--- src/rtl/dma_cas_pkg.sv ---
package dma_cas_pkg;
  localparam int unsigned UNIT_CH = 4;
  localparam int unsigned CNT_W   = 16;
  localparam int unsigned PAGE_W  = 8;

  typedef enum logic [1:0] {
    SEL_PAGE  = 2'd0,
    SEL_ADDR  = 2'd1,
    SEL_COUNT = 2'd2,
    SEL_NONE  = 2'd3
  } wr_sel_e;
endpackage

--- src/rtl/dma_fixed_prio.sv ---
module dma_fixed_prio #(
  parameter int unsigned N = 4
) (
  input  logic [N-1:0] req_i,
  output logic [N-1:0] gnt_o
);
  always_comb begin
    logic found;
    found = 1'b0;
    gnt_o = '0;
    for (int i = 0; i < int'(N); i++) begin
      if (req_i[i] && !found) begin
        gnt_o[i] = 1'b1;
        found    = 1'b1;
      end
    end
  end
endmodule

--- src/rtl/dma_chan_state.sv ---
module dma_chan_state
  import dma_cas_pkg::*;
#(
  parameter int unsigned CW = CNT_W,
  parameter int unsigned PW = PAGE_W
) (
  input  logic          clk_i,
  input  logic          rst_ni,
  input  logic          wr_en_i,
  input  logic [1:0]    wr_sel_i,
  input  logic [CW-1:0] wr_data_i,
  input  logic          adv_i,
  output logic [PW-1:0] page_o,
  output logic [CW-1:0] addr_o,
  output logic          mask_o,
  output logic          zero_o
);
  logic [CW-1:0] cnt_q;

  always_ff @(posedge clk_i or negedge rst_ni) begin
    if (!rst_ni) begin
      page_o <= '0;
      addr_o <= '0;
      cnt_q  <= '0;
      mask_o <= 1'b1;
    end else if (wr_en_i) begin
      case (wr_sel_e'(wr_sel_i))
        SEL_PAGE:  page_o <= wr_data_i[PW-1:0];
        SEL_ADDR:  addr_o <= wr_data_i;
        SEL_COUNT: begin
          cnt_q  <= wr_data_i;
          mask_o <= 1'b0;
        end
        default: ;
      endcase
    end else if (adv_i) begin
      addr_o <= addr_o + 1'b1;
      cnt_q  <= cnt_q - 1'b1;
      if (cnt_q == '0) mask_o <= 1'b1;
    end
  end

  assign zero_o = (cnt_q == '0);

  p_tc_masks_r9: assert property (@(posedge clk_i) disable iff (!rst_ni)
    (adv_i && !wr_en_i && zero_o) |=> mask_o);
  p_addr_step_r8: assert property (@(posedge clk_i) disable iff (!rst_ni)
    (adv_i && !wr_en_i) |=> (addr_o == CW'($past(addr_o) + 1'b1)));
endmodule

--- src/rtl/dma_cascade_arb.sv ---
module dma_cascade_arb
  import dma_cas_pkg::*;
#(
  parameter int unsigned UC = UNIT_CH,
  parameter int unsigned CW = CNT_W,
  parameter int unsigned PW = PAGE_W,
  localparam int unsigned NC   = 2 * UC,
  localparam int unsigned AW   = CW + PW,
  localparam int unsigned CH_W = $clog2(NC)
) (
  input  logic            clk_i,
  input  logic            rst_ni,
  input  logic            step_i,
  input  logic [NC-1:0]   req_i,
  input  logic            wr_en_i,
  input  logic [CH_W-1:0] wr_chan_i,
  input  logic [1:0]      wr_sel_i,
  input  logic [CW-1:0]   wr_data_i,
  output logic [NC-1:0]   gnt_o,
  output logic [AW-1:0]   addr_o,
  output logic            word_o,
  output logic [NC-1:0]   tc_o
);
  logic [PW-1:0] page_w [NC];
  logic [CW-1:0] cur_w  [NC];
  logic [AW-1:0] ch_addr [NC];
  logic [NC-1:0] mask_w, zero_w, win;

  for (genvar gi = 0; gi < int'(NC); gi++) begin : g_ch
    dma_chan_state #(.CW(CW), .PW(PW)) u_st (
      .clk_i    (clk_i),
      .rst_ni   (rst_ni),
      .wr_en_i  (wr_en_i && (wr_chan_i == CH_W'(gi))),
      .wr_sel_i (wr_sel_i),
      .wr_data_i(wr_data_i),
      .adv_i    (step_i && win[gi]),
      .page_o   (page_w[gi]),
      .addr_o   (cur_w[gi]),
      .mask_o   (mask_w[gi]),
      .zero_o   (zero_w[gi])
    );
    if (gi >= int'(UC)) begin : g_word
      assign ch_addr[gi] = {page_w[gi][PW-1:1], cur_w[gi], 1'b0};
    end else begin : g_byte
      assign ch_addr[gi] = {page_w[gi], cur_w[gi]};
    end
  end

  // Lower unit feeds the cascade slot; external slot request is dropped.
  logic [UC-1:0] eff_lo, gnt_lo, hi_req, gnt_hi;
  logic          casc;
  assign eff_lo = req_i[UC-1:0] & ~mask_w[UC-1:0];
  assign casc   = |eff_lo;
  assign hi_req = {req_i[NC-1:UC+1] & ~mask_w[NC-1:UC+1], casc};

  dma_fixed_prio #(.N(UC)) u_lo (.req_i(eff_lo), .gnt_o(gnt_lo));
  dma_fixed_prio #(.N(UC)) u_hi (.req_i(hi_req), .gnt_o(gnt_hi));

  assign win = casc ? {{UC{1'b0}}, gnt_lo}
                    : {gnt_hi[UC-1:1], 1'b0, {UC{1'b0}}};

  logic unused_casc;
  assign unused_casc = ^{req_i[UC], mask_w[UC], gnt_hi[0]};

  logic [AW-1:0] sel_addr;
  logic [NC-1:0] sel_tc;
  always_comb begin
    sel_addr = '0;
    for (int i = 0; i < int'(NC); i++) begin
      if (win[i]) sel_addr = sel_addr | ch_addr[i];
    end
    sel_tc = win & zero_w;
  end

  always_ff @(posedge clk_i or negedge rst_ni) begin
    if (!rst_ni) begin
      gnt_o  <= '0;
      addr_o <= '0;
      word_o <= 1'b0;
      tc_o   <= '0;
    end else if (step_i && |win) begin
      gnt_o  <= win;
      addr_o <= sel_addr;
      word_o <= |win[NC-1:UC];
      tc_o   <= sel_tc;
    end else begin
      gnt_o  <= '0;
      addr_o <= '0;
      word_o <= 1'b0;
      tc_o   <= '0;
    end
  end

  p_gnt_onehot_r5: assert property (@(posedge clk_i) disable iff (!rst_ni)
    (|gnt_o) |-> $onehot(gnt_o));
  p_gnt_after_step_r5: assert property (@(posedge clk_i) disable iff (!rst_ni)
    (|gnt_o) |-> $past(step_i));
  p_casc_slot_r4: assert property (@(posedge clk_i) disable iff (!rst_ni)
    !gnt_o[UC]);
  p_lo_first_r3: assert property (@(posedge clk_i) disable iff (!rst_ni)
    (|gnt_o[NC-1:UC+1]) |-> !$past(casc));
  p_word_even_r7: assert property (@(posedge clk_i) disable iff (!rst_ni)
    word_o |-> !addr_o[0]);
  p_tc_with_gnt_r9: assert property (@(posedge clk_i) disable iff (!rst_ni)
    (tc_o & ~gnt_o) == '0);
endmodule

--- config.mk ---
export PLATFORM = sky130hd
export DESIGN_NAME = dma_cascade_arb
export DESIGN_NICKNAME = d
export VERILOG_FILES = /design/src/rtl/dma_cas_pkg.sv /design/src/rtl/dma_fixed_prio.sv /design/src/rtl/dma_chan_state.sv /design/src/rtl/dma_cascade_arb.sv
export SDC_FILE = /design/constraint.sdc
export NUM_CORES = 1
export LEC_CHECK = 0
export CORE_ASPECT_RATIO = 0.8
export CORE_MARGIN = 3
export CORE_UTILIZATION = 60
export CTS_CLUSTER_SIZE = 16
export DETAILED_ROUTE_END_ITERATION = 10
export DONT_BUFFER_PORTS = 1
export PLACE_DENSITY = 0.81
export SYNTH_ARGS = -nofsm -noshare
export SYNTH_HDL_FRONTEND = slang
export SYNTH_SLANG_ARGS = --single-unit
--- constraint.sdc ---
create_clock -name clk_i -period 2.9 [get_ports clk_i]
set_input_delay 0.435 -clock clk_i [delete_from_list [all_inputs] [get_ports clk_i]]
set_output_delay 0.435 -clock clk_i [all_outputs]
set_load 0.02 [all_outputs]
==> flow_summary.yaml <==
outcome:
  outcome: "complete, but fails checks"
  violations: "hold timing"
drt:
  drc: 0
  drtPass1Iterations: 7
  avgRoutedWirePerCell_um: 24.65
  drt_iter0_drc: 2773
  drtAntennaViolNets: 0
  drt-vias-per-instance: 7.246
  drt_wl_total_um: 59730
  num_vias: 17556
clock_tree:
  insertion_delay_ns: 0.54
  clockBufferDepth: 3
  cts_buffers: 34
  cts_tree: "done"
  h-tree-depth: 2
  cts_sinks: 323
  clk_pin_slew_worst_paths_ns: 0.07
  cts-root-buf: "clkbuf_16"
synth:
  synth-seq-area-share_pct: 44.69
  yosys.cell_types.count: 85
  syn_area_um2: 18110
  ys_ff_latch: 323
  synth.most_common_cell: "dfrtp_1"
  synthCells: 2038
  syn_avg_cell_area_um2: 8.885
  ys_warn_count: 0
  synth_ff_type: "dfrtp_1"
  synth_top_cell_area_share_pct: 43.67
  synth-async-reset-ratio_pct: 100.0
  synth_area_leaders: "dfrtp_1, a21oi_1, nand2_1"
  synth_commonest_cells: "dfrtp_1, nand2_1, a21oi_1"
  synth-edff-count: 0
  synth_top_area_cell: "dfrtp_1"
setup_path:
  required_ns: 3.31
  crit_path_end_kind: "flip-flop"
  cpMaxStageDelayCell: "nor3_1"
  r2r_start: "g_ch[0].u_st.mask_o"
  crit_chain: "nand2b_1 -> nand4_1 -> nor3_1 -> buf_4 -> and2_1 -> a211oi_1"
  arrival_ns: 3.07
  r2r-end: "g_ch[6].u_st.addr_o[14]"
  critPathLaunchType: "flip-flop"
  crit_path_start: "g_ch[0].u_st.mask_o"
  critical_path.max_fanout: 7
  crit_end: "g_ch[6].u_st.addr_o[14]"
  cp_slowest_stage_delay_ns: 0.78
  reg2reg_slack_ns: 0.24
  reg2reg_depth: 6
  critical_path_class: "flip-flop to flip-flop"
cells_and_area:
  num_antenna_cells: 0
  drive_gt1_share_pct: 11.16
  area_growth_pct: 8.997
  nNetsFinal: 2042
  fillers: 2309
floorplanning:
  coreArea_um2: 29500
  start_util_pct: 61.38
  row_count: 56
  ioPinCount: 74
  dieWidth_um: 200.2
  die-area_um2: 32310
  die-height_um: 161.4
global_route:
  antenna_found_initial: 0
  grt_pass1_wl_um: 92960
  grt_remaining_overflow: 0
  first_global_vias: 16099
  grt_usage_pct: 36.16
  grt_max_degree: 324
hold_path:
  min_path_type: "input pin to async pin"
timing:
  timing.final.crit_period_ns: 2.664
  hold_slack_ns: -0.3996
  fmax_ghz: 0.3754
  hold_violations: 320
  relSlewSlack_pct: 34.03
  skew_ns: 0.02261
  tightest_slew_ns: 0.9830
  fin_crit_sh_pct: 91.87
  tns_ns: 0
  rsz0062_at_grt: "no"
  final_max_slew_viol_count: 0
  finalSetupViolCount: 0
placement:
  hpwl_um: 39070
  gp_congestion: 1.037
  io_buffers: 0
flow_run:
  maxCapViolCount: 0
power:
  powerDensity_nw_per_um2: 747.5
  peakVddDrop_v: 0.0004599
  p_leak_nw: 8.098
## critical path: cells and delay by family (launching register included)
family	cells	cell delay, ns
compound gates	1	0.08
buf+inv	1	0.28
flops	1	0.57
simple gates	4	1.61
## sequential cells by signal, indices dropped and copies added, names as in the netlist
signal,flops
g_ch.u_st.cnt_q,112
word_o,1
gnt_o,7
tc_o,7
addr_o,24
g_ch.u_st.page_o,53
g_ch.u_st.mask_o,7
g_ch.u_st.addr_o,112
## per-layer routing
| metal | GRT usage (%) | vias up | share of wire, % |
|---|---|---|---|
| li1 | - | 7670 | - |
| met1 | 50.74 | 8557 | 39 |
| met2 | 53.07 | 1125 | 43 |
| met3 | 10.52 | 204 | 13 |
| met4 | 14.82 | 0 | 4.7 |
| met5 | 0 | - | 0 |
## area by class of cell
cell class,instances,area [um2],area share [%]
clock buffers,47,980.9,4.970
clock inverters,11,140.1,0.7100
inverters,35,131.4,0.6657
multi-input cells,1532,9329,47.27
flip-flops and latches,323,8092,41.00
well taps,406,508.0,2.574
repair buffers,69,555.5,2.815
## what timing repair did
item,in CTS,in global routing
setup buffers,0,0
endpoints found under the setup margin,0,2
resized for setup,0,1
hold endpoints to repair,323,323
## cells in the final DEF (no fill, tap or decap), types with 9 or more instances in the layout
cell and count:
o211ai_1 30, nor2_1 176, o22a_1 23, clkbuf_16 35, o311ai_0 19, dfrtp_1 316, and4_1 16, ha_1 14
or3_1 17, nand2_1 218, a31oi_1 59, a22o_1 31, mux2_2 54, o32ai_1 11, nand4_1 26, and3_1 25
buf_4 66, a211oi_1 23, a311oi_1 17, nand3_1 98, a21oi_1 186, o22ai_1 39, o31ai_1 9, nor3_1 62
nand2b_1 23, a22oi_1 34, o21ai_0 113, a222oi_1 23, inv_1 35, or4_1 9, nor4_1 31
## metrics by stage
stage	power (W)	cell area, um2	setup slack (ns)	cells	utilization (%)
final	0.01475	19740	0.2358	2423	66.91
after global routing	0.01549	19740	0.1834	2423	66.91
after CTS	0.01465	19730	0.2082	2423	66.88
after detailed placement	0.01017	18610	0.2074	2365	63.08
after global placement	0.009920	18610	0.2221	2365	63.08
after floorplan	0.009156	18110	0.5849	2039	-
## worst min path at each step
stage	from	endpoint	slack, ns	cells past startpoint
4_1_cts	rst_ni	g_ch[6].u_st.cnt_q[6]	-0.41	0
5_1_grt	rst_ni	g_ch[6].u_st.cnt_q[6]	-0.42	0
2_1_floorplan	rst_ni	addr_o[0]	0.14	0
3_5_place_dp	rst_ni	g_ch[6].u_st.cnt_q[6]	0.16	0
3_3_place_gp	rst_ni	g_ch[6].u_st.cnt_q[6]	0.16	0
6_report	rst_ni	g_ch[3].u_st.cnt_q[2]	-0.40	0
## power by group
part	internal, W	leakage, nW	switching, W
clock network	0.00263	0.552	0.00185
logic	0.00146	3.47	0.00179
registers	0.00560	4.07	0.00142
total	0.00969	8.10	0.00506
## cell families after synthesis
group                      count (synthesis)  synth area share, %
muxes                                     57                3.524
and+or+nand+nor                          764                20.95
AOI/OAI and AO/OA                        694                25.73
DFF                                      323                44.69
adders and majority gates                 14               0.9674
xor gates and xnor gates                   1              0.04838
other                                      1              0.02071
buffers and inverters                    184                4.077
Note: power is estimated with default switching activity, not from simulation.
